## config.mk

```make
export PLATFORM = sky130hd
export DESIGN_NAME = tick_cmp_timer
export DESIGN_NICKNAME = d
export VERILOG_FILES = /design/src/rtl/tmr_pkg.sv /design/src/rtl/tmr_count_reg.sv /design/src/rtl/tmr_hit_detect.sv /design/src/rtl/tmr_pend_ctl.sv /design/src/rtl/tick_cmp_timer.sv
export SDC_FILE = /design/constraint.sdc
export NUM_CORES = 1
export LEC_CHECK = 0
export ABC_CLOCK_PERIOD_IN_PS = 1900
export BUFFER_PORTS_ARGS = -buffer_cell sky130_fd_sc_hd__buf_2
export CORE_ASPECT_RATIO = 0.7
export CORE_UTILIZATION = 30
export CTS_CLUSTER_SIZE = 14
export DETAILED_ROUTE_END_ITERATION = 8
export RECOVER_POWER = 25
export REMOVE_ABC_BUFFERS = 1
export SETUP_SLACK_MARGIN = 0.2
export SLEW_MARGIN = 20
export SYNTH_ARGS = -nofsm -noshare
export SYNTH_HDL_FRONTEND = slang
export SYNTH_HIERARCHICAL = 1
export SYNTH_SLANG_ARGS = --single-unit
```

## constraint.sdc

```tcl
create_clock -name clk -period 1.9 [get_ports clk]
set_input_delay 0 -clock clk [delete_from_list [all_inputs] [get_ports clk]]
set_output_delay 0 -clock clk [all_outputs]
set_load 0.02 [all_outputs]
```

## src/rtl/tmr_pkg.sv

```systemverilog
package tmr_pkg;
   // Largest supported ratio exponent between core and visible rate.
   localparam int unsigned MAX_DIV_LOG2 = 4;
   localparam int unsigned MIN_VIS_W    = 8;

   // Internal counter width for a given visible width and ratio exponent.
   function automatic int unsigned int_width(input int unsigned vis_w,
                                             input int unsigned div_log2);
      return vis_w + div_log2;
   endfunction
endpackage

```

## src/rtl/tmr_count_reg.sv

```systemverilog
module tmr_count_reg #(
   parameter int unsigned VIS_W    = 32,
   parameter int unsigned DIV_LOG2 = 1,
   localparam int unsigned CNT_W   = tmr_pkg::int_width(VIS_W, DIV_LOG2)
) (
   input  logic             clk,
   input  logic             rst,
   input  logic             load,
   input  logic [VIS_W-1:0] load_val,
   output logic [CNT_W-1:0] cnt
);
   logic [CNT_W-1:0] load_scaled;

   generate
      if (DIV_LOG2 == 0) begin : g_unit
         assign load_scaled = load_val;
      end else begin : g_scaled
         assign load_scaled = {load_val, {DIV_LOG2{1'b0}}};
      end
   endgenerate

   always_ff @(posedge clk) begin
      if (rst)       cnt <= '0;
      else if (load) cnt <= load_scaled;
      else           cnt <= cnt + CNT_W'(1);
   end
endmodule

```

## src/rtl/tmr_hit_detect.sv

```systemverilog
module tmr_hit_detect #(
   parameter int unsigned VIS_W    = 32,
   parameter int unsigned DIV_LOG2 = 1,
   localparam int unsigned CNT_W   = tmr_pkg::int_width(VIS_W, DIV_LOG2)
) (
   input  logic [CNT_W-1:0] cnt,
   input  logic [VIS_W-1:0] cmp,
   output logic             hit
);
   logic first_phase;
   logic vis_equal;

   assign vis_equal = (cnt[CNT_W-1:DIV_LOG2] == cmp);

   generate
      if (DIV_LOG2 == 0) begin : g_no_phase
         assign first_phase = 1'b1;
      end else begin : g_phase
         assign first_phase = (cnt[DIV_LOG2-1:0] == '0);
      end
   endgenerate

   assign hit = vis_equal & first_phase;
endmodule

```

## src/rtl/tmr_pend_ctl.sv

```systemverilog
module tmr_pend_ctl (
   input  logic clk,
   input  logic rst,
   input  logic hit,
   input  logic retire,
   input  logic ack,
   output logic pend
);
   logic armed;
   logic want;

   assign want = armed | hit;

   always_ff @(posedge clk) begin
      if (rst || ack) begin
         pend  <= 1'b0;
         armed <= 1'b0;
      end else begin
         if (retire && want) pend <= 1'b1;
         armed <= want & ~retire;
      end
   end
endmodule

```

## src/rtl/tick_cmp_timer.sv

```systemverilog
module tick_cmp_timer #(
   parameter int unsigned VIS_W    = 32,
   parameter int unsigned DIV_LOG2 = 1
) (
   input  logic             clk,
   input  logic             rst,
   input  logic             cnt_wr_en,
   input  logic             cmp_wr_en,
   input  logic [VIS_W-1:0] wr_data,
   input  logic             retire,
   output logic [VIS_W-1:0] cnt_rd_data,
   output logic             irq_pend
);
   localparam int unsigned CNT_W = tmr_pkg::int_width(VIS_W, DIV_LOG2);

   generate
      if (DIV_LOG2 > tmr_pkg::MAX_DIV_LOG2) begin : g_bad_div
         $error("tick_cmp_timer: DIV_LOG2 too large");
      end
      if (VIS_W < tmr_pkg::MIN_VIS_W) begin : g_bad_w
         $error("tick_cmp_timer: VIS_W too small");
      end
   endgenerate

   logic [CNT_W-1:0] cnt_q;
   logic [VIS_W-1:0] cmp_q;
   logic             hit;

   tmr_count_reg #(.VIS_W(VIS_W), .DIV_LOG2(DIV_LOG2)) u_count (
      .clk      (clk),
      .rst      (rst),
      .load     (cnt_wr_en),
      .load_val (wr_data),
      .cnt      (cnt_q)
   );

   always_ff @(posedge clk) begin
      if (rst)            cmp_q <= '1;
      else if (cmp_wr_en) cmp_q <= wr_data;
   end

   tmr_hit_detect #(.VIS_W(VIS_W), .DIV_LOG2(DIV_LOG2)) u_hit (
      .cnt (cnt_q),
      .cmp (cmp_q),
      .hit (hit)
   );

   tmr_pend_ctl u_pend (
      .clk    (clk),
      .rst    (rst),
      .hit    (hit),
      .retire (retire),
      .ack    (cmp_wr_en),
      .pend   (irq_pend)
   );

   assign cnt_rd_data = cnt_q[CNT_W-1:DIV_LOG2];
endmodule

```

==> impl_metrics.toml, run 1 <==
[power_and_ir_drop]
peakVddDrop_mv = 0.454
swShare_pct = 26.6
switchingPower_uw = 1100
powerDensity_mw_per_mm2 = 760
clkPwrFrac_pct = 43.9
p_leak_uw = 0.00228
combPwrFrac_pct = 17.5
p_int_uw = 3030
seqPwrFrac_pct = 38.6

[status]
status = "completed"

[logic_synthesis]
synth_ff_type = "dfxtp_1"
synth.distinct_cells = 47
synth_cells = 397
async_flop_share_pct = 0
ys_seq_area_share_pct = 37.4
ys_ff_latch = 67
synth_top_area_share_pct = 37.4
synth_top_area_cell = "dfxtp_1"
yosys-top-cells-count = "67 x dfxtp_1, 32 x a211o_1, 31 x nor2b_1"
synth_most_common_cell = "dfxtp_1"
synth_area_leaders = "dfxtp_1 37%, a211o_1 7.8%, xor2_1 7.3%"
ys_warn_count = 6
netlist_area_mm2 = 0.00359
synth_edf_count = 0
synth.avg_cell_area_um2 = 9.03

[timing]
max_freq_mhz = 534
setup_ws_ps = 27.0
maxSlewViolCount = 0
tightest_slew_ps = 1390
relSlewSlack_pct = 7.54
min_period_over_period_pct = 98.6
rsz0062_at_grt = "true"
fin_crit_ps = 1870
finClkSkew_ps = 9.18
finalSetupViolCount = 0
worst_hold_slack_ps = 67.9
finalHoldViolations = 0

[global_routing]
grt.total_usage_pct = 19.2
met2_usage_pct = 28.2
use_met3_pct = 4.93
grt_pass1_vias = 3418
grt_max_degree = 35
grt_overflow = 0
antenna_found_initial = 0
use_met1_pct = 27.7
grt_pass1_wl_mm = 18.2
gr-max-usage-layer = "met2"

[routing]
drcViolationCount = 0
vias = 3731
drt-pass1-iter-count = 5
via_per_inst = 5.20
drt_iter0_markers = 301
drt_wl_total_mm = 11.8
antenna_left = 0
routedWlPerCell_um = 16.4

[die]
ios = 70
initial_utilization_pct = 31.6
die_h_um = 93.5
coreArea_mm2 = 0.0113
rows = 32
die_w_um = 133
die_area_mm2 = 0.0124

[place]
io_buffers = 69
place_congestion = 0.838
pre_cts_ws_ps = -111
place_area_mm2 = 0.00439
hpwl_mm = 8.43

[worst_setup_path]
r2r-start = "u_count/cnt[3]"
crit_family = "simple AND/OR/NAND/NOR gates"
critPathLaunch = "u_count/cnt[3]"
cp_cell_sequence = "xor2_1 -> nor4_1 -> buf_4 -> nand4_1 -> nor4_4 -> buf_4 -> nor2_1 -> nor4_2"
slowest_stage = "nor4_4"
cpMostUsedCell = "buf_4"
crit_arrival_ps = 2120
criticalPathCategory = "flip-flop to flip-flop"
crit_buf_inv = 2
cp-end-kind = "flip-flop"
critPathMaxStageDelay_ps = 370
critPathRequiredTime_ps = 2150
cp_max_fo = 3
cp-start-kind = "flip-flop"

[clock_network]
tritoncts = "built"
clk_latency_ps = 340
clkTransAtPathRegs_ps = 60
root_buffer = "clkbuf_16"
cts_made_buffers = 9
ctsHtreeMaxLevel = 3
cts_max_path_buffers = 2
clock_sinks = 67

[finish]
nets = 597
final_cell_area_mm2 = 0.00544
post_route_cells_drive_above_1_share_pct = 37.2
area_growth_syn_to_layout_pct = 51.8
n_antenna_cell = 0

[hold_path]
worstHoldStart = "cnt_wr_en"
hold_class = "input port to flip-flop"

[job]
max_cap_viol_count = 0
==> power groups by stage <==
stage	registers [uW]	clock network [uW]	logic [uW]
after floorplan	1680	0	225
after global placement	1610	0	625
after detailed placement	1610	0	628
after CTS	1590	1860	700
after global routing	1610	1910	777
final	1600	1820	722
==> state kept, by name, summed over array words and instances (netlist names) <==
register / count
u_pend/pend: 1
cmp_q: 32
u_count/cnt: 33
u_pend/armed: 1
==> final cells by class <==
class                           instances  area [um^2]
Timing Repair Buffer                  176         1290
Clock inverter                          4         73.8
Multi-Input combinational cell        288         2210
Tap cell                              153          191
Inverter                               17         63.8
Clock buffer                           12          246
Sequential cell                        67         1370
Fill cell                            1086         5890
==> kinds of logic (layout without fill, tap and decap cells) <==
| logic type | Yosys count | count (layout) | synth area share, % |
|---|---|---|---|
| simple gates | 158 | 158 | 26.2 |
| compound gates | 91 | 91 | 20.0 |
| flops | 67 | 67 | 37.4 |
| buf+inv | 42 | 209 | 6.73 |
| xor+xnor | 37 | 37 | 9.04 |
| fa+ha+maj | 1 | 1 | 0.349 |
| mux | 1 | 1 | 0.279 |
==> final timing paths <==
kind                                  endpoint  slack (ps)  cells after the start
worst min-delay path            u_count/cnt[2]          70                      3
worst max register to register    u_pend/armed          30                      8
worst max-delay path              u_pend/armed          30                      8
worst min register to register    u_pend/armed         510                      2
==> cell usage in the layout, fill, tap and decap left out, types with 6 or more instances in the layout <==
| cell type | instances |
|---|---|
| clkbuf_16 | 9 |
| xnor2_1 | 7 |
| and4_1 | 8 |
| o21ai_0 | 7 |
| nand2_1 | 14 |
| nor2_1 | 30 |
| dlygate4sd3_1 | 33 |
| nor4_1 | 6 |
| nand3_1 | 10 |
| a211oi_1 | 14 |
| nor4_2 | 6 |
| dfxtp_1 | 45 |
| nand4_1 | 13 |
| dfxtp_2 | 22 |
| buf_4 | 61 |
| a211o_1 | 32 |
| xor2_1 | 30 |
| a311oi_1 | 9 |
| inv_1 | 17 |
| buf_2 | 68 |
| nor2b_1 | 31 |
| buf_6 | 10 |
==> through the flow <==
stage | utilization (%) | instances | setup TNS [ps] | total power, uW
finish | 48.0 | 717 | 0 | 4130
global route | 48.0 | 717 | -59.0 | 4300
CTS | 46.1 | 707 | 0 | 4150
detailed placement | 38.8 | 652 | -151 | 2240
global placement | 38.8 | 652 | -27.2 | 2230
floorplan | - | 372 | -1500 | 1910
==> worst min-delay path, delay by kind of cell <==
| family | cells | cell delay (ps) |
|---|---|---|
| AOI/OAI and AO/OA | 1 | 50 |
| buffers and inverters | 1 | 210 |
| and+or+nand+nor | 1 | 100 |
==> timing repair <==
| action | in CTS | in global routing |
|---|---|---|
| gates resized for setup | 36 | 32 |
| setup endpoints to repair | 19 | 20 |
| hold buffers | 33 | 0 |
| endpoints found under the hold margin | 63 | 0 |
| cloned | 0 | 0 |
| buffers inserted | 6 | 10 |
| pin swaps | 22 | 26 |
==> metal layers <==
metal | wire [um] | share of wire [%]
met5 | 0 | 0
met4 | 100 | 0.85
met3 | 876 | 7.4
met2 | 4940 | 42
met1 | 5880 | 50
Note: power is estimated with default switching activity, not from simulation.
==> run 2: changes to the inputs <==
PLACE_DENSITY_LB_ADDON = 0.12   (was unset)
==> impl_metrics.toml, run 2 (synthesis gave the netlist of run 1 again) <==
[routing]
drt_iter0_markers = 265
drt-pass1-iter-count = 4
antenna_left = 0
drcViolationCount = 0
vias = 3638
routedWlPerCell_um = 17.2
via_per_inst = 5.09
drt_wl_total_mm = 12.3

[clock_network]
root_buffer = "clkbuf_16"
clkTransAtPathRegs_ps = 50
clk_latency_ps = 340
clock_sinks = 67
ctsHtreeMaxLevel = 3
tritoncts = "built"
cts_made_buffers = 9
cts_max_path_buffers = 2

[die]
die_area_mm2 = 0.0124
coreArea_mm2 = 0.0113
rows = 32
die_h_um = 93.5
ios = 70
die_w_um = 133
initial_utilization_pct = 31.6

[finish]
largestRegisters = "u_count/cnt: 33 flops, cmp_q: 32 flops"
nets = 597
largest_reg_flops = 33
n_antenna_cell = 0
utilization_pct = 47.8
fin_cells = 715
final_cell_mix = "67 x buf_2, 61 x buf_4, 52 x dfxtp_1"
layout_commonest_cell = "buf_2"
area_growth_syn_to_layout_pct = 50.9
post_route_cells_drive_above_1_share_pct = 37.5
regMostFlops = "u_count/cnt"

[status]
status = "completed"

[global_routing]
grt_max_degree = 32
grt.total_usage_pct = 20.6
antenna_found_initial = 0
grt_pass1_wl_mm = 19.1
grt_pass1_vias = 3544
grt_overflow = 0

[timing]
relSlewSlack_pct = 22.1
max_freq_mhz = 548
finalHoldViolations = 0
finalSetupViolCount = 0
fin_crit_ps = 1830
maxSlewViolCount = 0
min_period_over_period_pct = 96.1
rsz0062_at_grt = "true"
finClkSkew_ps = 5.36
tightest_slew_ps = 1170

[power_and_ir_drop]
peakVddDrop_mv = 0.439
powerDensity_mw_per_mm2 = 721
p_leak_uw = 0.00220

[place]
hpwl_mm = 8.66
io_buffers = 69
dp_cells = 652
place_congestion = 0.789

[worst_setup_path]
criticalPathCategory = "flip-flop to flip-flop"
cp-start-kind = "flip-flop"
critPathRequiredTime_ps = 2150
crit_arrival_ps = 2080
cp-end-kind = "flip-flop"
cp_max_fo = 2

[job]
max_cap_viol_count = 0

[hold_path]
hold_class = "input port to flip-flop"
[run 2: repair_timing]
item	CTS	global route
buffers inserted	10	6
hold buffers	33	0
resized for setup	48	21
pin swaps	32	9
endpoints found under the hold margin	61	0
setup endpoints to repair	17	23
[run 2: worst paths after layout]
check | start | endpoint | slack (ps) | depth (start not counted)
hold reg to reg | u_pend/armed | u_pend/armed | 530 | 2
setup / recovery | cmp_q[15] | u_pend/armed | 70 | 7
hold / removal | cnt_wr_en | u_count/cnt[0] | 80 | 3
setup reg to reg | cmp_q[15] | u_pend/armed | 70 | 7
[run 2: power by group]
part / total [uW] / leakage [uW] / switching (uW) / internal, uW
Combinational: 759 / 0.00150 / 403 / 356
Sequential: 1590 / 0.000562 / 85.7 / 1510
Clock: 1550 / 0.000137 / 619 / 932
Total: 3900 / 0.00220 / 1110 / 2800
[run 2: through the flow]
step | power (uW) | TNS (ps) | hold slack [ps] | area [um^2] | setup slack (ps)
after floorplan | 1910 | -1500 | 69.1 | 3410 | -261
after global placement | 2250 | -557 | 194 | 4410 | -305
after detailed placement | 2250 | -666 | 201 | 4410 | -376
after CTS | 3920 | 0 | 61.6 | 5310 | 70.1
after global routing | 4090 | 0 | 76.6 | 5410 | 5.76
final | 3900 | 0 | 80.2 | 5410 | 74.5
[run 2: final cells by class]
type,count,area [um^2]
tap,153,191
inverter,17,63.8
fill,1130,5920
clock inverter,3,15.0
multi-input combinational,288,2240
sequential,67,1360
timing repair buffer,176,1280
clock buffer,11,253
[run 2: critical path, cell delays in order (launching register included)]
cell	delay [ps]
dfxtp_2	330
inv_2	40
a222oi_1	470
buf_4	190
nand4_1	170
nor4_4	330
nor2_1	80
nor4_2	120
[run 2: routing by layer]
layer  part of all wire (%)  track usage (%)  wire length (um)
met1                     52             29.2              6410
met3                    5.3             5.85               650
met2                     42             30.0              5130
met4                   0.73             6.23                90
met5                      0                0                 0
